[config.mk]
export PLATFORM = sky130hd
export DESIGN_NAME = uart_frame_tx
export DESIGN_NICKNAME = d
export VERILOG_FILES = /design/src/rtl/uart_tx_pkg.sv /design/src/rtl/uart_tx_baud.sv /design/src/rtl/uart_tx_hold.sv /design/src/rtl/uart_frame_tx.sv
export SDC_FILE = /design/constraint.sdc
export NUM_CORES = 1
export LEC_CHECK = 0
export ABC_AREA = 1
export BUFFER_PORTS_ARGS = -buffer_cell sky130_fd_sc_hd__clkbuf_2
export CAP_MARGIN = 20
export CORE_UTILIZATION = 40
export DETAILED_ROUTE_END_ITERATION = 10
export PLACE_DENSITY = 0.67
export SLEW_MARGIN = 5
export SYNTH_ARGS = -nofsm -noshare
export SYNTH_HDL_FRONTEND = slang
export SYNTH_SLANG_ARGS = --single-unit
[constraint.sdc]
create_clock -name clk -period 6.9 [get_ports clk]
set_input_delay 0.69 -clock clk [delete_from_list [all_inputs] [get_ports clk]]
set_output_delay 0.69 -clock clk [all_outputs]
set_load 0.005 [all_outputs]
[src/rtl/uart_tx_pkg.sv]
package uart_tx_pkg;

    localparam int DATA_W    = 8;
    localparam int BIT_TICKS = 16;

    typedef struct packed {
        logic       brk;
        logic       two_stop;
        logic       stick;
        logic       even;
        logic       par_en;
        logic [1:0] wlen;
    } lcr_t;

    localparam int LCR_W = $bits(lcr_t);

    typedef enum logic [2:0] {
        S_IDLE,
        S_START,
        S_DATA,
        S_PARITY,
        S_STOP,
        S_BREAK
    } tx_state_e;

    // Parity bit for the data bits actually sent under the given format.
    function automatic logic parity_bit(input lcr_t c, input logic [DATA_W-1:0] d);
        logic ones_odd;
        int   nbits;
        nbits    = 5 + int'(c.wlen);
        ones_odd = 1'b0;
        for (int i = 0; i < DATA_W; i++) begin
            if (i < nbits) ones_odd = ones_odd ^ d[i];
        end
        if (c.stick) return ~c.even;
        return c.even ? ones_odd : ~ones_odd;
    endfunction

endpackage

[src/rtl/uart_tx_baud.sv]
module uart_tx_baud #(
    parameter int DIV_W = 16
) (
    input  logic             clk,
    input  logic             rst_n,
    input  logic             os_tick,
    input  logic             load,
    input  logic [DIV_W-1:0] div_in,
    input  logic             clr,
    output logic             sample_tick
);

    logic [DIV_W-1:0] div_q;
    logic [DIV_W-1:0] div_eff;
    logic [DIV_W-1:0] cnt;

    assign div_eff     = (div_q == '0) ? DIV_W'(1) : div_q;
    assign sample_tick = os_tick && (cnt >= div_eff - DIV_W'(1));

    always_ff @(posedge clk or negedge rst_n) begin
        if (!rst_n) begin
            div_q <= DIV_W'(1);
        end else if (load) begin
            div_q <= div_in;
        end
    end

    always_ff @(posedge clk or negedge rst_n) begin
        if (!rst_n) begin
            cnt <= '0;
        end else if (clr) begin
            cnt <= '0;
        end else if (os_tick) begin
            cnt <= sample_tick ? '0 : cnt + DIV_W'(1);
        end
    end

    // active divisor moves only on a line-control write
    a_r10_div_hold: assert property (@(posedge clk) disable iff (!rst_n)
        !load |=> $stable(div_q));

endmodule

[src/rtl/uart_tx_hold.sv]
module uart_tx_hold #(
    parameter int W = 8
) (
    input  logic         clk,
    input  logic         rst_n,
    input  logic         in_valid,
    input  logic [W-1:0] in_data,
    output logic         in_ready,
    input  logic         take,
    output logic         hold_valid,
    output logic [W-1:0] hold_data
);

    assign in_ready = !hold_valid;

    always_ff @(posedge clk or negedge rst_n) begin
        if (!rst_n) begin
            hold_valid <= 1'b0;
            hold_data  <= '0;
        end else if (in_valid && in_ready) begin
            hold_valid <= 1'b1;
            hold_data  <= in_data;
        end else if (take) begin
            hold_valid <= 1'b0;
        end
    end

    // one entry only; acceptance closes the port
    a_r13_single_entry: assert property (@(posedge clk) disable iff (!rst_n)
        (in_valid && in_ready) |=> !in_ready);

    // the sequencer never takes from an empty register
    a_r13_take_full: assert property (@(posedge clk) disable iff (!rst_n)
        take |-> hold_valid);

endmodule

[src/rtl/uart_frame_tx.sv]
module uart_frame_tx
    import uart_tx_pkg::*;
#(
    parameter int DIV_W = 16
) (
    input  logic              clk,
    input  logic              rst_n,
    input  logic              in_valid,
    input  logic [DATA_W-1:0] in_data,
    output logic              in_ready,
    input  logic              lcr_we,
    input  logic [LCR_W-1:0]  lcr_wdata,
    input  logic [DIV_W-1:0]  div_in,
    input  logic              os_tick,
    output logic              tx,
    output logic              busy
);

    localparam int TICK_W = $clog2(BIT_TICKS);
    localparam int IDX_W  = $clog2(DATA_W);

    tx_state_e         state, state_nx;
    lcr_t              lcr_q;
    logic              hold_valid;
    logic [DATA_W-1:0] hold_data;
    logic              take;
    logic              sample_tick;
    logic              bit_end;
    logic [TICK_W-1:0] tick_cnt;
    logic [IDX_W-1:0]  bit_idx;
    logic [IDX_W-1:0]  last_idx;
    logic              stop_idx;
    logic [DATA_W-1:0] shift_q;
    logic              par_q;
    logic [1:0]        cfg_wlen;
    logic              cfg_par_en;
    logic              cfg_two_stop;

    uart_tx_hold #(.W(DATA_W)) u_hold (
        .clk        (clk),
        .rst_n      (rst_n),
        .in_valid   (in_valid),
        .in_data    (in_data),
        .in_ready   (in_ready),
        .take       (take),
        .hold_valid (hold_valid),
        .hold_data  (hold_data)
    );

    uart_tx_baud #(.DIV_W(DIV_W)) u_baud (
        .clk         (clk),
        .rst_n       (rst_n),
        .os_tick     (os_tick),
        .load        (lcr_we),
        .div_in      (div_in),
        .clr         (take),
        .sample_tick (sample_tick)
    );

    always_ff @(posedge clk or negedge rst_n) begin
        if (!rst_n) lcr_q <= '0;
        else if (lcr_we) lcr_q <= lcr_t'(lcr_wdata);
    end

    assign take     = (state == S_IDLE) && !lcr_q.brk && hold_valid;
    assign bit_end  = sample_tick && (tick_cnt == TICK_W'(BIT_TICKS - 1));
    assign last_idx = IDX_W'(4) + IDX_W'(cfg_wlen);

    // State register
    always_ff @(posedge clk or negedge rst_n) begin
        if (!rst_n) state <= S_IDLE;
        else        state <= state_nx;
    end

    // Next-state logic
    always_comb begin
        state_nx = state;
        unique case (state)
            S_IDLE: begin
                if (lcr_q.brk)       state_nx = S_BREAK;
                else if (hold_valid) state_nx = S_START;
            end
            S_START:  if (bit_end) state_nx = S_DATA;
            S_DATA: begin
                if (bit_end && bit_idx == last_idx)
                    state_nx = cfg_par_en ? S_PARITY : S_STOP;
            end
            S_PARITY: if (bit_end) state_nx = S_STOP;
            S_STOP: begin
                if (bit_end && (!cfg_two_stop || stop_idx)) state_nx = S_IDLE;
            end
            S_BREAK:  if (!lcr_q.brk) state_nx = S_IDLE;
            default:  state_nx = S_IDLE;
        endcase
    end

    // Frame datapath
    always_ff @(posedge clk or negedge rst_n) begin
        if (!rst_n) begin
            shift_q      <= '0;
            par_q        <= 1'b0;
            tick_cnt     <= '0;
            bit_idx      <= '0;
            stop_idx     <= 1'b0;
            cfg_wlen     <= '0;
            cfg_par_en   <= 1'b0;
            cfg_two_stop <= 1'b0;
        end else if (take) begin
            shift_q      <= hold_data;
            par_q        <= parity_bit(lcr_q, hold_data);
            tick_cnt     <= '0;
            bit_idx      <= '0;
            stop_idx     <= 1'b0;
            cfg_wlen     <= lcr_q.wlen;
            cfg_par_en   <= lcr_q.par_en;
            cfg_two_stop <= lcr_q.two_stop;
        end else if (busy && sample_tick) begin
            tick_cnt <= bit_end ? '0 : tick_cnt + TICK_W'(1);
            if (bit_end && state == S_DATA) begin
                shift_q <= shift_q >> 1;
                bit_idx <= bit_idx + IDX_W'(1);
            end
            if (bit_end && state == S_STOP) stop_idx <= 1'b1;
        end
    end

    // Outputs
    always_comb begin
        tx   = 1'b1;
        busy = 1'b0;
        unique case (state)
            S_IDLE:   begin tx = 1'b1;       busy = 1'b0; end
            S_START:  begin tx = 1'b0;       busy = 1'b1; end
            S_DATA:   begin tx = shift_q[0]; busy = 1'b1; end
            S_PARITY: begin tx = par_q;      busy = 1'b1; end
            S_STOP:   begin tx = 1'b1;       busy = 1'b1; end
            S_BREAK:  begin tx = 1'b0;       busy = 1'b0; end
            default:  begin tx = 1'b1;       busy = 1'b0; end
        endcase
    end

    // every frame opens with a low start bit
    a_r2_start_low: assert property (@(posedge clk) disable iff (!rst_n)
        $rose(busy) |-> !tx);

    // the last bit sent before busy falls is a high stop bit
    a_r12_end_high: assert property (@(posedge clk) disable iff (!rst_n)
        $fell(busy) |-> $past(tx));

    // the captured format cannot move inside a frame
    a_r11_cfg_frozen: assert property (@(posedge clk) disable iff (!rst_n)
        (busy && $past(busy)) |-> ($stable(cfg_wlen) && $stable(cfg_par_en)
                                   && $stable(cfg_two_stop) && $stable(par_q)));

    // break leaves the held byte untouched
    a_r9_hold_kept: assert property (@(posedge clk) disable iff (!rst_n)
        (state == S_BREAK && $past(state == S_BREAK))
            |-> ($stable(hold_valid) && $stable(hold_data)));

    // break never starts while a frame is on the line
    a_r8_break_after_frame: assert property (@(posedge clk) disable iff (!rst_n)
        busy |=> (state != S_BREAK));

endmodule

==> impl_results.html, run 1 <==
<table>
<tr><th>Metric</th><th>Value</th></tr>
<tr><th colspan="2">Synthesis</th></tr>
<tr><td>Syn nets</td><td>around 600</td></tr>
<tr><td>Share of flip-flops with an asynchronous set or reset</td><td>100.0%</td></tr>
<tr><td>Post-synthesis cell count</td><td>~530</td></tr>
<tr><td>Leading post-synthesis cells by cell area</td><td>sky130_fd_sc_hd__dfrtp_1 42%, sky130_fd_sc_hd__nand2_1 11%, sky130_fd_sc_hd__inv_1 6.1%</td></tr>
<tr><td>Mapped cell area</td><td>approximately 4300 sq um</td></tr>
<tr><td>Register bit count reported by yosys</td><td>72</td></tr>
<tr><td>Mapped Avg Cell Area</td><td>approximately 8.0 sq um</td></tr>
<tr><td>EDFF count, synth</td><td>0</td></tr>
<tr><td>Seq/Total Area, Yosys</td><td>42.13%</td></tr>
<tr><td>Ys Warns</td><td>0</td></tr>
<tr><td>Fraction of post-synthesis cell area in the top cell type by area</td><td>a little over 40%</td></tr>
<tr><td>Biggest area consumer among synthesized cells</td><td>sky130_fd_sc_hd__dfrtp_1</td></tr>
<tr><td>Distinct cells, synth</td><td>46</td></tr>
<tr><td>Dominant synthesized flop cell</td><td>sky130_fd_sc_hd__dfrtp_1</td></tr>
<tr><th colspan="2">STA</th></tr>
<tr><td>RSZ-0062 raised after global routing</td><td>no</td></tr>
<tr><td>Final count of pins violating max slew</td><td>0</td></tr>
<tr><td>Setup_tns</td><td>0 ns</td></tr>
<tr><td>Remaining max-slew budget at the tightest pin</td><td>between 40% and 50%</td></tr>
<tr><td>Final Cycle Share</td><td>about 50%</td></tr>
<tr><td>Tightest Pin Transition</td><td>0.8934 ns</td></tr>
<tr><td>Timing-limited maximum frequency</td><td>approximately 0.29 GHz</td></tr>
<tr><td>Setup Skew</td><td>0.008546 ns</td></tr>
<tr><td>Number of failing setup endpoints in the final timing report</td><td>0</td></tr>
<tr><td>Final hold violations</td><td>0</td></tr>
<tr><td>Post-route minimum period</td><td>3.434 ns</td></tr>
<tr><th colspan="2">Cells and area</th></tr>
<tr><td>Area Growth Syn to Fin</td><td>11.70%</td></tr>
<tr><td>Antenna Cells</td><td>0</td></tr>
<tr><td>Share of post-route cells with drive strength above 1</td><td>between 10% and 20%</td></tr>
<tr><td>Number of cells in the finished layout apart from fillers</td><td>712</td></tr>
<tr><td>Post-layout nets</td><td>627</td></tr>
<tr><th colspan="2">Drt</th></tr>
<tr><td>Iteration-0 DRC count of the detailed router</td><td>between 200 and 250</td></tr>
<tr><td>Number of remaining DRC errors</td><td>0</td></tr>
<tr><td>Via count</td><td>about 3500</td></tr>
<tr><td>Routed vias/inst</td><td>4.933</td></tr>
<tr><td>Routed wire per std cell</td><td>12.09 um</td></tr>
<tr><td>Final ANT Viol Nets</td><td>0</td></tr>
<tr><td>Final routed wirelength across all metal layers</td><td>roughly 8600 um</td></tr>
<tr><td>Number of optimization iterations in the first detailed-route pass</td><td>5</td></tr>
<tr><th colspan="2">Power</th></tr>
<tr><td>Switching share of total power</td><td>about 40%</td></tr>
<tr><td>Relative contribution of sequential cells to total power</td><td>about two fifths</td></tr>
<tr><td>Combinational fraction of design power</td><td>a little over a third</td></tr>
<tr><td>Share of total power in the clock network</td><td>23.0%</td></tr>
<tr><td>Net Switching</td><td>0.0005838 W</td></tr>
<tr><td>Leakage power summed over all cells</td><td>~2.4 nW</td></tr>
<tr><td>PwrDens</td><td>307.5 nW/um^2</td></tr>
<tr><td>Cell-internal power</td><td>roughly 0.00089 W</td></tr>
<tr><td>Largest vdd supply drop</td><td>~190 uV</td></tr>
<tr><th colspan="2">Min path</th></tr>
<tr><td>Worst hold path type</td><td>reg -&gt; reg</td></tr>
<tr><td>Depth of the worst hold-timing path</td><td>2</td></tr>
<tr><td>Hold Crit Endpoint</td><td>cfg_wlen[0]$_DFFE_PN0P_</td></tr>
<tr><td>Beginning of the worst hold path</td><td>lcr_q[0]$_DFFE_PN0P_</td></tr>
<tr><th colspan="2">Setup path</th></tr>
<tr><td>End of the worst register-to-register path</td><td>bit_idx[2]$_DFFE_PN0P_</td></tr>
<tr><td>Crit path launch</td><td>u_baud.div_q[4]$_DFFE_PN0P_</td></tr>
<tr><td>Kind of end point of the critical path</td><td>flop</td></tr>
<tr><td>Highest fanout seen on the critical path</td><td>12</td></tr>
<tr><td>Cells along the critical path</td><td>nor2_1 -&gt; nand3_1 -&gt; nor2_1 -&gt; nand3_2 -&gt; nand2_1 -&gt; inv_1 -&gt; ha_1 -&gt; nand3_1 -&gt; inv_1 -&gt; nand2_1 -&gt; nor3_1 -&gt; xor2_1 -&gt; inv_1 -&gt; ha_1 -&gt; nand4_1 -&gt; nor3_1 -&gt; nand2_1 -&gt; nand2_2 -&gt; nand4_2 -&gt; inv_2 -&gt; nand3_1 -&gt; nand2_1 -&gt; nor2_1</td></tr>
<tr><td>Worst R2R Setup Slack</td><td>between 3 and 4 ns</td></tr>
<tr><td>Reg-to-Reg Start</td><td>u_baud.div_q[4]$_DFFE_PN0P_</td></tr>
<tr><td>Slowest cell delay on critical path</td><td>0.42 ns</td></tr>
<tr><td>Worst Reg-to-Reg Cells</td><td>23</td></tr>
<tr><td>Startpoint Class</td><td>flop</td></tr>
<tr><td>Slowest CP cell</td><td>sky130_fd_sc_hd__dfrtp_1</td></tr>
<tr><td>Dominant cell type by count on the critical path</td><td>sky130_fd_sc_hd__nand2_1</td></tr>
<tr><td>Worst path arrival time</td><td>around 3.7 ns</td></tr>
<tr><td>Required time at the worst-slack endpoint</td><td>7.16 ns</td></tr>
<tr><td>WS Path Type</td><td>reg -&gt; reg</td></tr>
<tr><th colspan="2">Placement</th></tr>
<tr><td>Placed wire-length estimate after detailed placement</td><td>roughly 6400 um</td></tr>
<tr><td>Buffers added on ports</td><td>38</td></tr>
<tr><td>Post-placement cell count</td><td>approximately 700</td></tr>
<tr><td>Final GP Congestion</td><td>around 0.84</td></tr>
<tr><th colspan="2">Die</th></tr>
<tr><td>X dimension of the die</td><td>roughly 110 um</td></tr>
<tr><td>Area of the die</td><td>around 11000 sq um</td></tr>
<tr><td>Ports placed on the boundary</td><td>39</td></tr>
<tr><td>Vertical die dimension</td><td>between 100 and 150 um</td></tr>
<tr><td>Std-Cell Rows</td><td>37</td></tr>
<tr><td>Core region area</td><td>roughly 10000 sq um</td></tr>
<tr><td>Initial Utilization</td><td>approximately two fifths</td></tr>
<tr><th colspan="2">Clock tree</th></tr>
<tr><td>CTS tree</td><td>built</td></tr>
<tr><td>Post-cts resize count</td><td>0</td></tr>
<tr><td>Count of H-tree levels built during CTS</td><td>3</td></tr>
<tr><td>Clock-pin transition on the worst setup and hold timing paths</td><td>~0.08 ns</td></tr>
<tr><td>Root buffer cell</td><td>sky130_fd_sc_hd__clkbuf_8</td></tr>
<tr><td># hold bufs at CTS</td><td>0</td></tr>
<tr><td>Worst-Skew Late Latency</td><td>roughly 0.36 ns</td></tr>
<tr><td>Deepest clock path buffer count</td><td>2</td></tr>
<tr><td>Inserted Clock Buffers</td><td>9</td></tr>
<tr><td>Setup bufs post-CTS</td><td>0</td></tr>
<tr><td>Total clock sinks</td><td>72</td></tr>
<tr><th colspan="2">GRT</th></tr>
<tr><td>Via count of the first global-routing pass</td><td>3394</td></tr>
<tr><td>Wire length of the first global-routing pass</td><td>approximately 15000 um</td></tr>
<tr><td>Maximum number of pins on one net before global-route repair</td><td>73</td></tr>
<tr><td>Initial antenna violation count</td><td>0</td></tr>
<tr><td>GRT Resource Usage Total</td><td>around 17%</td></tr>
<tr><td>Remaining global-route overflow</td><td>0</td></tr>
<tr><th colspan="2">Outcome</th></tr>
<tr><td>Run status</td><td>finished clean</td></tr>
<tr><th colspan="2">Run</th></tr>
<tr><td>Maxcap violations</td><td>0</td></tr>
</table>
## worst max-delay path by stage
| stage | endpoint | slack [ns] | depth (start not counted) |
|---|---|---|---|
| 2_1_floorplan | shift_q[5]$_DFFE_PN0P_ | 3.99 | 22 |
| 4_1_cts | bit_idx[2]$_DFFE_PN0P_ | 3.39 | 23 |
| 3_3_place_gp | bit_idx[2]$_DFFE_PN0P_ | 3.60 | 23 |
| 3_5_place_dp | bit_idx[2]$_DFFE_PN0P_ | 3.43 | 23 |
| 6_report | bit_idx[2]$_DFFE_PN0P_ | 3.47 | 23 |
| 5_1_grt | bit_idx[2]$_DFFE_PN0P_ | 3.02 | 23 |
## flip-flops by register name, indices dropped and copies added (netlist names)
register and cells:
state 3, u_baud.div_q 16, cfg_par_en 1, par_q 1
lcr_q 7, u_baud.cnt 16, bit_idx 3, cfg_two_stop 1
u_hold.hold_data 8, tick_cnt 4, cfg_wlen 2, shift_q 8
stop_idx 1, u_hold.hold_valid 1
## synth_stat cells, types with 2 or more instances
master,count
sky130_fd_sc_hd__a31oi_1,2
sky130_fd_sc_hd__o21ai_0,34
sky130_fd_sc_hd__inv_2,2
sky130_fd_sc_hd__buf_2,5
sky130_fd_sc_hd__nand3_1,44
sky130_fd_sc_hd__nand4_1,10
sky130_fd_sc_hd__nor2_1,32
sky130_fd_sc_hd__clkbuf_1,7
sky130_fd_sc_hd__xnor2_1,3
sky130_fd_sc_hd__ha_1,20
sky130_fd_sc_hd__o21ai_1,11
sky130_fd_sc_hd__a21oi_2,2
sky130_fd_sc_hd__o21a_1,2
sky130_fd_sc_hd__a21oi_1,18
sky130_fd_sc_hd__o21bai_1,2
sky130_fd_sc_hd__dfrtp_1,71
sky130_fd_sc_hd__inv_4,3
sky130_fd_sc_hd__nand2_2,4
sky130_fd_sc_hd__inv_1,70
sky130_fd_sc_hd__nand3_4,2
sky130_fd_sc_hd__o22ai_1,5
sky130_fd_sc_hd__o21ai_2,2
sky130_fd_sc_hd__nor3_2,2
sky130_fd_sc_hd__nor2_2,5
sky130_fd_sc_hd__nor3_1,9
sky130_fd_sc_hd__mux2_2,5
sky130_fd_sc_hd__xor2_1,18
sky130_fd_sc_hd__nand2_1,126
## cell usage in the layout, fill, tap and decap left out, types with 2 or more instances in the layout
| master | n |
|---|---|
| sky130_fd_sc_hd__nand2_1 | 126 |
| sky130_fd_sc_hd__o22ai_1 | 5 |
| sky130_fd_sc_hd__a21oi_1 | 18 |
| sky130_fd_sc_hd__clkbuf_2 | 37 |
| sky130_fd_sc_hd__a31oi_1 | 2 |
| sky130_fd_sc_hd__dfrtp_1 | 71 |
| sky130_fd_sc_hd__inv_1 | 70 |
| sky130_fd_sc_hd__mux2_2 | 5 |
| sky130_fd_sc_hd__o21bai_1 | 2 |
| sky130_fd_sc_hd__nand3_4 | 2 |
| sky130_fd_sc_hd__o21a_1 | 2 |
| sky130_fd_sc_hd__nor3_2 | 2 |
| sky130_fd_sc_hd__ha_1 | 20 |
| sky130_fd_sc_hd__inv_2 | 2 |
| sky130_fd_sc_hd__o21ai_2 | 2 |
| sky130_fd_sc_hd__nand2_2 | 4 |
| sky130_fd_sc_hd__a21oi_2 | 2 |
| sky130_fd_sc_hd__nand4_1 | 10 |
| sky130_fd_sc_hd__nor2_2 | 5 |
| sky130_fd_sc_hd__clkinvlp_4 | 2 |
| sky130_fd_sc_hd__nor3_1 | 9 |
| sky130_fd_sc_hd__inv_4 | 3 |
| sky130_fd_sc_hd__inv_6 | 2 |
| sky130_fd_sc_hd__o21ai_1 | 11 |
| sky130_fd_sc_hd__nor2_1 | 32 |
| sky130_fd_sc_hd__xor2_1 | 18 |
| sky130_fd_sc_hd__nand3_1 | 44 |
| sky130_fd_sc_hd__clkbuf_8 | 9 |
| sky130_fd_sc_hd__xnor2_1 | 3 |
| sky130_fd_sc_hd__o21ai_0 | 34 |
## critical path, delay by kind of cell, from the launching register on
| family | cells | cell delay (ns) |
|---|---|---|
| simple gates | 16 | 1.89 |
| fa+ha+maj | 2 | 0.49 |
| flops | 1 | 0.42 |
| buf+inv | 4 | 0.41 |
| xor+xnor | 1 | 0.12 |
## power by group through the flow
stage / Combinational, W / Sequential [W] / Clock (W)
6_report: 0.000527 / 0.000605 / 0.000337
5_1_grt: 0.000610 / 0.000621 / 0.000363
4_1_cts: 0.000535 / 0.000605 / 0.000346
3_5_place_dp: 0.000534 / 0.000612 / 0
3_3_place_gp: 0.000514 / 0.000608 / 0
2_1_floorplan: 0.000428 / 0.000591 / 0
## per-layer routing
layer / vias to the layer above / track usage, % / part of all wire [%]
li1: 1822 / - / -
met1: 1593 / 23.48 / 49
met2: 87 / 26.55 / 45
met3: 10 / 3.216 / 4.5
met4: 0 / 7.042 / 1.8
met5: - / 0 / 0
## layout make-up
type                            count  area (sq um)
Tap cell                          136         170.2
Multi-Input combinational cell    374          2125
Inverter                           75         289.0
Timing Repair Buffer               39         197.7
Sequential cell                    72          1803
Clock buffer                       10         127.6
Clock inverter                      6         67.56
Fill cell                        1033          5590
## stage by stage
step                      setup WS [ns]  instance area [sq um]  hold slack [ns]  total power, W  util, %
after floorplan                   3.991                   4279           0.3944        0.001018        -
final                             3.466                   4780           0.4808        0.001470    46.09
after global routing              3.023                   4780           0.5307        0.001594    46.09
after detailed placement          3.427                   4584           0.4654        0.001146    44.21
after global placement            3.599                   4584           0.4700        0.001122    44.21
after CTS                         3.389                   4780           0.4848        0.001487    46.09
## cells by family (layout without fill, tap and decap cells)
logic type | Yosys count | count (layout) | synth area share (%)
xor+xnor | 21 | 21 | 4.298
flops | 72 | 72 | 42.13
simple gates | 246 | 246 | 27.43
mux | 5 | 5 | 1.316
buf+inv | 88 | 130 | 8.216
compound gates | 82 | 82 | 10.76
fa+ha+maj | 20 | 20 | 5.848
Power figures use the tool's default switching activity.
==> inputs of run 2 (changes only) <==
--- a/config.mk
+++ b/config.mk
@@ -10,7 +10,7 @@
 export CAP_MARGIN = 20
 export CORE_UTILIZATION = 40
 export DETAILED_ROUTE_END_ITERATION = 10
-export PLACE_DENSITY = 0.67
+export PLACE_DENSITY = 0.7
 export SLEW_MARGIN = 5
 export SYNTH_ARGS = -nofsm -noshare
 export SYNTH_HDL_FRONTEND = slang
==> constraint.sdc (replaced) <==
create_clock -name clk -period 2.8 [get_ports clk]
set_input_delay 0.28 -clock clk [delete_from_list [all_inputs] [get_ports clk]]
set_output_delay 0.28 -clock clk [all_outputs]
set_load 0.005 [all_outputs]
==> run 2 against run 1 <==
  * Largest power group is now combinational cells
  * Cell count up 6.7%
  * The flow now finishes with violations (setup timing)
  * Maximum frequency grew 12%
  * Critical path type unchanged
  * Register-to-register slack worse by 3.7 ns
  * Sequential share of layout area decreased by 5.4 points
  * Clock power rose to 2.6 times the previous value
  * Clock-buffer cell count increased by 1
  * Highest routed layer unchanged
==> impl_results.html, run 2 (synthesized netlist as in run 1, its figures left out) <==
<table>
<tr><th>Metric</th><th>Value</th></tr>
<tr><th colspan="2">STA</th></tr>
<tr><td>Final count of pins violating max slew</td><td>0</td></tr>
<tr><td>Final hold violations</td><td>0</td></tr>
<tr><td>Worst hold slack</td><td>0.005000 ns</td></tr>
<tr><td>Tightest Pin Transition</td><td>between 0.8 and 0.9 ns</td></tr>
<tr><td>RSZ-0062 raised after global routing</td><td>yes</td></tr>
<tr><td>Number of failing setup endpoints in the final timing report</td><td>35</td></tr>
<tr><td>Post-route minimum period</td><td>slightly above 3 ns</td></tr>
<tr><td>Final worst slack</td><td>-0.2589 ns</td></tr>
<tr><td>Setup Skew</td><td>around 0.013 ns</td></tr>
<tr><td>Final Cycle Share</td><td>109.2%</td></tr>
<tr><td>Remaining max-slew budget at the tightest pin</td><td>a little under half</td></tr>
<tr><td>Timing-limited maximum frequency</td><td>between 0.3 and 0.4 GHz</td></tr>
<tr><th colspan="2">Setup path</th></tr>
<tr><td>Highest fanout seen on the critical path</td><td>6</td></tr>
<tr><td>Slowest cell delay on critical path</td><td>between 0.3 and 0.4 ns</td></tr>
<tr><td>Dominant cell type by count on the critical path</td><td>sky130_fd_sc_hd__nand3_2</td></tr>
<tr><td>Worst path arrival time</td><td>approximately 3.3 ns</td></tr>
<tr><td>Startpoint Class</td><td>flop</td></tr>
<tr><td>WS Path Type</td><td>reg -&gt; reg</td></tr>
<tr><td>Crit path launch</td><td>u_baud.div_q[7]$_DFFE_PN0P_</td></tr>
<tr><td>Kind of end point of the critical path</td><td>flop</td></tr>
<tr><td>Required time at the worst-slack endpoint</td><td>3.06 ns</td></tr>
<tr><td>Reg-to-Reg Start</td><td>u_baud.div_q[7]$_DFFE_PN0P_</td></tr>
<tr><td>Slowest CP cell</td><td>sky130_fd_sc_hd__dfrtp_1</td></tr>
<tr><td>Critical path's top delay family</td><td>simple AND/OR/NAND/NOR gates</td></tr>
<tr><td>Number of buffers and inverters on the critical path</td><td>4</td></tr>
<tr><td>Cells along the critical path</td><td>inv_1 -&gt; nand4_1 -&gt; nor2_4 -&gt; nand3_2 -&gt; nand2_2 -&gt; inv_2 -&gt; ha_4 -&gt; nand3_4 -&gt; inv_4 -&gt; nand2_4 -&gt; nor3_1 -&gt; xor2_1 -&gt; ha_2 -&gt; nand2_1 -&gt; nor3_2 -&gt; nand2_2 -&gt; nand2_4 -&gt; nand4_4 -&gt; buf_6 -&gt; nand3_2 -&gt; nand3_2</td></tr>
<tr><th colspan="2">Drt</th></tr>
<tr><td>Final routed wirelength across all metal layers</td><td>about 10000 um</td></tr>
<tr><td>Routed vias/inst</td><td>about 5</td></tr>
<tr><td>Routed wire per std cell</td><td>around 13 um</td></tr>
<tr><td>Number of remaining DRC errors</td><td>0</td></tr>
<tr><td>Iteration-0 DRC count of the detailed router</td><td>between 100 and 150</td></tr>
<tr><td>Final ANT Viol Nets</td><td>0</td></tr>
<tr><td>Via count</td><td>~3800</td></tr>
<tr><td>Number of optimization iterations in the first detailed-route pass</td><td>5</td></tr>
<tr><th colspan="2">GRT</th></tr>
<tr><td>Via count of the first global-routing pass</td><td>3738</td></tr>
<tr><td>Initial antenna violation count</td><td>0</td></tr>
<tr><td>Wire length of the first global-routing pass</td><td>16860 um</td></tr>
<tr><td>Remaining global-route overflow</td><td>0</td></tr>
<tr><td>Maximum number of pins on one net before global-route repair</td><td>44</td></tr>
<tr><td>GRT Resource Usage Total</td><td>about a fifth</td></tr>
<tr><th colspan="2">Cells and area</th></tr>
<tr><td>Top Registers</td><td>u_baud.cnt (16), u_baud.div_q (16)</td></tr>
<tr><td>Share of post-route cells with drive strength above 1</td><td>between 30% and 40%</td></tr>
<tr><td>Post-layout nets</td><td>676</td></tr>
<tr><td>Most common cell after layout, fill and taps aside</td><td>sky130_fd_sc_hd__nand2_1</td></tr>
<tr><td>Commonest cells after routing, fill and taps aside</td><td>115 x sky130_fd_sc_hd__nand2_1, 71 x sky130_fd_sc_hd__dfrtp_1, 67 x sky130_fd_sc_hd__inv_1</td></tr>
<tr><td>Antenna Cells</td><td>0</td></tr>
<tr><td>Area Growth Syn to Fin</td><td>30.35%</td></tr>
<tr><th colspan="2">Clock tree</th></tr>
<tr><td>Clock-pin transition on the worst setup and hold timing paths</td><td>around 0.080 ns</td></tr>
<tr><td>Count of H-tree levels built during CTS</td><td>3</td></tr>
<tr><td>Inserted Clock Buffers</td><td>9</td></tr>
<tr><td>CTS tree</td><td>built</td></tr>
<tr><td>Worst-Skew Late Latency</td><td>approximately 0.37 ns</td></tr>
<tr><td>Root buffer cell</td><td>sky130_fd_sc_hd__clkbuf_8</td></tr>
<tr><td># hold bufs at CTS</td><td>0</td></tr>
<tr><td>Total clock sinks</td><td>72</td></tr>
<tr><td>Deepest clock path buffer count</td><td>2</td></tr>
<tr><th colspan="2">Die</th></tr>
<tr><td>Ports placed on the boundary</td><td>39</td></tr>
<tr><td>Initial Utilization</td><td>between 40% and 50%</td></tr>
<tr><td>Vertical die dimension</td><td>~110 um</td></tr>
<tr><td>Area of the die</td><td>roughly 11000 sq um</td></tr>
<tr><td>X dimension of the die</td><td>roughly 110 um</td></tr>
<tr><td>Core region area</td><td>just over 10000 sq um</td></tr>
<tr><td>Std-Cell Rows</td><td>37</td></tr>
<tr><th colspan="2">Power</th></tr>
<tr><td>Largest vdd supply drop</td><td>521.0 uV</td></tr>
<tr><td>Final Total Pwr</td><td>0.003974 W</td></tr>
<tr><td>Leakage power summed over all cells</td><td>2.760 nW</td></tr>
<tr><td>PwrDens</td><td>roughly 700 nW/um^2</td></tr>
<tr><th colspan="2">Placement</th></tr>
<tr><td>Buffers added on ports</td><td>38</td></tr>
<tr><td>Final GP Congestion</td><td>approximately 0.84</td></tr>
<tr><td>Placed wire-length estimate after detailed placement</td><td>approximately 7000 um</td></tr>
<tr><th colspan="2">Run</th></tr>
<tr><td>Maxcap violations</td><td>0</td></tr>
<tr><th colspan="2">Outcome</th></tr>
<tr><td>Run status</td><td>complete, but fails checks</td></tr>
<tr><td>Failing checks</td><td>setup timing</td></tr>
<tr><th colspan="2">Min path</th></tr>
<tr><td>Worst hold path type</td><td>in -&gt; async</td></tr>
</table>
[run 2: cell types whose count changed in the layout (fill, tap and decap cells not counted), sizes merged]
cell,delta
buf,+48
inv,-3
clkbuf,+1
clkinv,+1
clkinvlp,+1
[run 2: report_power, final]
| group | internal (W) | switching, W |
|---|---|---|
| registers | 0.00129 | 0.000213 |
| clock network | 0.000456 | 0.000409 |
| logic | 0.000620 | 0.000984 |
[run 2: final cells by class]
cell class | instances | area, sq um
fillers | 946 | 4792
multi-input cells | 374 | 2499
flip-flops and latches | 72 | 1803
repair buffers | 87 | 589.3
inverters | 75 | 304.0
well taps | 136 | 170.2
clock buffers | 11 | 151.4
clock inverters | 4 | 53.80
repair inverters | 1 | 7.507
[run 2: path summary, 6_finish.rpt]
kind                                               end  slack (ns)  cells after the start
setup / recovery                shift_q[3]$_DFFE_PN0P_       -0.26                     21
hold / removal                 tick_cnt[2]$_DFFE_PN0P_       0.005                      1
setup reg to reg                shift_q[3]$_DFFE_PN0P_       -0.26                     21
hold reg to reg                cfg_wlen[0]$_DFFE_PN0P_        0.49                      2
max in group asynchronous  u_baud.div_q[0]$_DFFE_PN1P_        2.04                      2
min in group clk                  lcr_q[1]$_DFFE_PN0P_        0.12                      3
[run 2: routing by layer]
layer	track usage, %	wire [um]	vias up
li1	-	-	1912
met1	24.35	4693	1813
met2	31.95	5017	60
met4	8.753	199	0
met5	0	0	-
met3	2.968	264	16
[run 2: repair_timing]
item,in CTS,in global routing
endpoints found under the setup margin,35,35
hold endpoints to repair,0,0
cloned,2,0
resized for setup,30,50
buffers inserted,11,3
pin swaps,25,18
[run 2: metrics by stage]
stage | instances | utilization, % | instance area, sq um | setup TNS [ns] | worst slack, ns
6_report | 760 | 53.79 | 5578 | -7.213 | -0.2589
5_1_grt | 760 | 53.79 | 5578 | -14.65 | -0.4748
4_1_cts | 758 | 51.40 | 5330 | -6.777 | -0.2425
3_5_place_dp | 731 | 47.37 | 4912 | -10.10 | -0.3648
3_3_place_gp | 731 | 47.37 | 4912 | -5.122 | -0.2060
2_1_floorplan | 534 | - | 4338 | -0.3645 | -0.04974
==> inputs of run 3 (changes only) <==
--- a/config.mk
+++ b/config.mk
@@ -11,6 +11,7 @@
 export CORE_UTILIZATION = 40
 export DETAILED_ROUTE_END_ITERATION = 10
 export PLACE_DENSITY = 0.7
+export SETUP_SLACK_MARGIN = 0.1
 export SLEW_MARGIN = 5
 export SYNTH_ARGS = -nofsm -noshare
 export SYNTH_HDL_FRONTEND = slang
==> run 3 against run 2 <==
  * The run still ends with setup timing left
  * Design area shrank 3.0%
  * Worst setup slack lost 0.055 ns
  * Highest routed layer unchanged
  * Sequential cell count is the same
  * Sequential power is essentially flat
  * Global-route usage shrank 0.22 points
  * Largest cell class unchanged
==> impl_results.html, run 3 (synthesized netlist as in run 1, its figures left out) <==
<table>
<tr><th>Metric</th><th>Value</th></tr>
<tr><th colspan="2">Cells and area</th></tr>
<tr><td>Post-layout nets</td><td>slightly below 700</td></tr>
<tr><td>Area Growth Syn to Fin</td><td>26.46%</td></tr>
<tr><td>Final design area excluding fillers</td><td>between 5000 and 6000 sq um</td></tr>
<tr><td>Antenna Cells</td><td>0</td></tr>
<tr><td>Most common cell after layout, fill and taps aside</td><td>sky130_fd_sc_hd__nand2_1</td></tr>
<tr><td>Share of post-route cells with drive strength above 1</td><td>between 20% and 30%</td></tr>
<tr><td>Top Registers</td><td>u_baud.cnt (16), u_baud.div_q (16)</td></tr>
<tr><td>Fill cells</td><td>between 900 and 1000</td></tr>
<tr><td>Commonest cells after routing, fill and taps aside</td><td>115 x sky130_fd_sc_hd__nand2_1, 71 x sky130_fd_sc_hd__dfrtp_1, 64 x sky130_fd_sc_hd__inv_1</td></tr>
<tr><th colspan="2">Setup path</th></tr>
<tr><td>Worst R2R Setup Slack</td><td>-0.31 ns</td></tr>
<tr><td>Startpoint Class</td><td>flop</td></tr>
<tr><td>Kind of end point of the critical path</td><td>flop</td></tr>
<tr><td>Crit path launch</td><td>u_baud.div_q[6]$_DFFE_PN0P_</td></tr>
<tr><td>WS Path Type</td><td>reg -&gt; reg</td></tr>
<tr><td>Reg-to-Reg Start</td><td>u_baud.div_q[6]$_DFFE_PN0P_</td></tr>
<tr><td>Highest fanout seen on the critical path</td><td>4</td></tr>
<tr><td>Required time at the worst-slack endpoint</td><td>~3.1 ns</td></tr>
<tr><td>Worst path arrival time</td><td>3.37 ns</td></tr>
<tr><th colspan="2">STA</th></tr>
<tr><td>Remaining max-slew budget at the tightest pin</td><td>52.90%</td></tr>
<tr><td>Post-route minimum period</td><td>slightly above 3 ns</td></tr>
<tr><td>Final worst slack</td><td>-0.3142 ns</td></tr>
<tr><td>Timing-limited maximum frequency</td><td>between 0.3 and 0.4 GHz</td></tr>
<tr><td>Setup Skew</td><td>0.01065 ns</td></tr>
<tr><td>Number of failing setup endpoints in the final timing report</td><td>35</td></tr>
<tr><td>Final count of pins violating max slew</td><td>0</td></tr>
<tr><td>Tightest Pin Transition</td><td>between 0.7 and 0.8 ns</td></tr>
<tr><td>Final hold violations</td><td>0</td></tr>
<tr><td>Final Cycle Share</td><td>111.2%</td></tr>
<tr><td>RSZ-0062 raised after global routing</td><td>yes</td></tr>
<tr><th colspan="2">Power</th></tr>
<tr><td>PwrDens</td><td>about 710 nW/um^2</td></tr>
<tr><td>Leakage power summed over all cells</td><td>around 2.7 nW</td></tr>
<tr><td>Relative contribution of sequential cells to total power</td><td>38.7%</td></tr>
<tr><td>Final Total Pwr</td><td>~0.0039 W</td></tr>
<tr><td>Switching share of total power</td><td>between 40% and 50%</td></tr>
<tr><td>Share of total power in the clock network</td><td>a little over a fifth</td></tr>
<tr><td>Largest vdd supply drop</td><td>448.7 uV</td></tr>
<tr><td>Net Switching</td><td>roughly 0.0016 W</td></tr>
<tr><td>Combinational fraction of design power</td><td>just under 40%</td></tr>
<tr><td>Cell-internal power</td><td>roughly 0.0023 W</td></tr>
<tr><th colspan="2">Die</th></tr>
<tr><td>Ports placed on the boundary</td><td>39</td></tr>
<tr><td>Std-Cell Rows</td><td>37</td></tr>
<tr><td>Area of the die</td><td>~11000 sq um</td></tr>
<tr><td>Core region area</td><td>a little over 10000 sq um</td></tr>
<tr><td>Initial Utilization</td><td>between 40% and 50%</td></tr>
<tr><td>Vertical die dimension</td><td>105.4 um</td></tr>
<tr><td>X dimension of the die</td><td>~110 um</td></tr>
<tr><th colspan="2">Clock tree</th></tr>
<tr><td>Total clock sinks</td><td>just over 70</td></tr>
<tr><td>Worst-Skew Late Latency</td><td>between 0.3 and 0.4 ns</td></tr>
<tr><td>Clock-pin transition on the worst setup and hold timing paths</td><td>around 0.070 ns</td></tr>
<tr><td>Deepest clock path buffer count</td><td>2</td></tr>
<tr><td>Inserted Clock Buffers</td><td>9</td></tr>
<tr><td>Root buffer cell</td><td>sky130_fd_sc_hd__clkbuf_8</td></tr>
<tr><td>CTS tree</td><td>built</td></tr>
<tr><td>Count of H-tree levels built during CTS</td><td>3</td></tr>
<tr><th colspan="2">GRT</th></tr>
<tr><td>Remaining global-route overflow</td><td>0</td></tr>
<tr><td>Maximum number of pins on one net before global-route repair</td><td>44</td></tr>
<tr><td>Via count of the first global-routing pass</td><td>around 3700</td></tr>
<tr><td>Wire length of the first global-routing pass</td><td>~17000 um</td></tr>
<tr><td>Initial antenna violation count</td><td>0</td></tr>
<tr><td>GRT Resource Usage Total</td><td>a little under a fifth</td></tr>
<tr><th colspan="2">Run</th></tr>
<tr><td>Maxcap violations</td><td>0</td></tr>
<tr><th colspan="2">Placement</th></tr>
<tr><td>Final GP Congestion</td><td>0.8429</td></tr>
<tr><td>Placed instance area</td><td>4920 sq um</td></tr>
<tr><td>Buffers added on ports</td><td>38</td></tr>
<tr><td>Placed wire-length estimate after detailed placement</td><td>6807 um</td></tr>
<tr><th colspan="2">Drt</th></tr>
<tr><td>Number of remaining DRC errors</td><td>0</td></tr>
<tr><td>Routed wire per std cell</td><td>12.33 um</td></tr>
<tr><td>Final ANT Viol Nets</td><td>0</td></tr>
<tr><td>Routed vias/inst</td><td>approximately 5</td></tr>
<tr><td>Iteration-0 DRC count of the detailed router</td><td>166</td></tr>
<tr><td>Final routed wirelength across all metal layers</td><td>roughly 9400 um</td></tr>
<tr><td>Number of optimization iterations in the first detailed-route pass</td><td>5</td></tr>
<tr><td>Via count</td><td>between 3000 and 4000</td></tr>
<tr><th colspan="2">Min path</th></tr>
<tr><td>Worst hold path type</td><td>in -&gt; reg</td></tr>
<tr><td>Beginning of the worst hold path</td><td>div_in[11]</td></tr>
<tr><th colspan="2">Outcome</th></tr>
<tr><td>Run status</td><td>complete, but fails checks</td></tr>
<tr><td>Failing checks</td><td>setup timing</td></tr>
</table>
-- run 3: timing repair --
action                     4_1_cts  5_1_grt
resized for setup               20       26
setup endpoints to repair       35       35
pin swaps                       15       26
buffers inserted                12        3
hold buffers                     1        0
gates cloned                     0        0
hold endpoints to repair        19        0
-- run 3: path summary, 6_finish.rpt --
| path | cells after the start | to |
|---|---|---|
| min reg2reg | 2 | cfg_par_en$_DFFE_PN0P_ |
| min in group asynchronous | 2 | state[1]$_DFFE_PN0P_ |
| max in group asynchronous | 3 | u_baud.div_q[0]$_DFFE_PN1P_ |
| min | 3 | u_baud.div_q[11]$_DFFE_PN0P_ |
| max | 24 | state[0]$_DFFE_PN0P_ |
| max reg2reg | 24 | state[0]$_DFFE_PN0P_ |
-- run 3: per-layer routing --
| metal | part of all wire [%] | track usage, % |
|---|---|---|
| met5 | 0 | 0 |
| met1 | 48 | 25.06 |
| met3 | 2.5 | 2.474 |
| met2 | 47 | 31.02 |
| met4 | 1.6 | 8.149 |
-- run 3: critical path, stage by stage, from the launching register on --
cell and delay [ns]:
sky130_fd_sc_hd__dfrtp_1 0.39, sky130_fd_sc_hd__inv_2 0.07, sky130_fd_sc_hd__nand4_1 0.16, sky130_fd_sc_hd__nor2_2 0.18
sky130_fd_sc_hd__nand3_2 0.10, sky130_fd_sc_hd__nand2_2 0.08, sky130_fd_sc_hd__inv_2 0.05, sky130_fd_sc_hd__ha_4 0.16
sky130_fd_sc_hd__nand3_4 0.07, sky130_fd_sc_hd__inv_4 0.04, sky130_fd_sc_hd__nand2_4 0.07, sky130_fd_sc_hd__nor2_2 0.04
sky130_fd_sc_hd__xor2_1 0.13, sky130_fd_sc_hd__ha_1 0.32, sky130_fd_sc_hd__nand2_2 0.08, sky130_fd_sc_hd__o21bai_1 0.16
sky130_fd_sc_hd__a21oi_1 0.14, sky130_fd_sc_hd__nor2_1 0.07, sky130_fd_sc_hd__nand2_2 0.09, sky130_fd_sc_hd__buf_6 0.11
sky130_fd_sc_hd__nand3_4 0.09, sky130_fd_sc_hd__o21ai_4 0.19, sky130_fd_sc_hd__nand2_2 0.10, sky130_fd_sc_hd__nand2_2 0.07
sky130_fd_sc_hd__nand2_2 0.04
-- run 3: area by class of cell --
| class | count | area, sq um | area share, % |
|---|---|---|---|
| well taps | 136 | 170.2 | 3.145 |
| flip-flops and latches | 72 | 1803 | 33.32 |
| clock buffers | 9 | 123.9 | 2.289 |
| inverters | 75 | 301.5 | 5.572 |
| clock inverters | 6 | 68.82 | 1.272 |
| multi-input cells | 374 | 2338 | 43.21 |
| repair buffers | 92 | 605.6 | 11.19 |
-- run 3: stage by stage --
stage                     instances  setup slack, ns  utilization [%]  hold WS (ns)  setup TNS, ns
final                           764          -0.3142            52.18        0.1261         -8.733
after global routing            764          -0.5739            52.18        0.1462         -17.34
after CTS                       761          -0.3119            51.11        0.1160         -8.787
after detailed placement        733          -0.3935            47.44        0.2800         -11.38
after global placement          733          -0.2346            47.44        0.2695         -6.431
after floorplan                 534         -0.04974                -      -0.01559        -0.3725
-- run 3: power groups by stage --
stage | clock (W) | combinational (W) | sequential, W
2_1_floorplan | 0 | 0.00110 | 0.00146
3_3_place_gp | 0 | 0.00137 | 0.00149
3_5_place_dp | 0 | 0.00143 | 0.00150
4_1_cts | 0.000850 | 0.00149 | 0.00149
5_1_grt | 0.000890 | 0.00177 | 0.00153
6_report | 0.000830 | 0.00154 | 0.00150
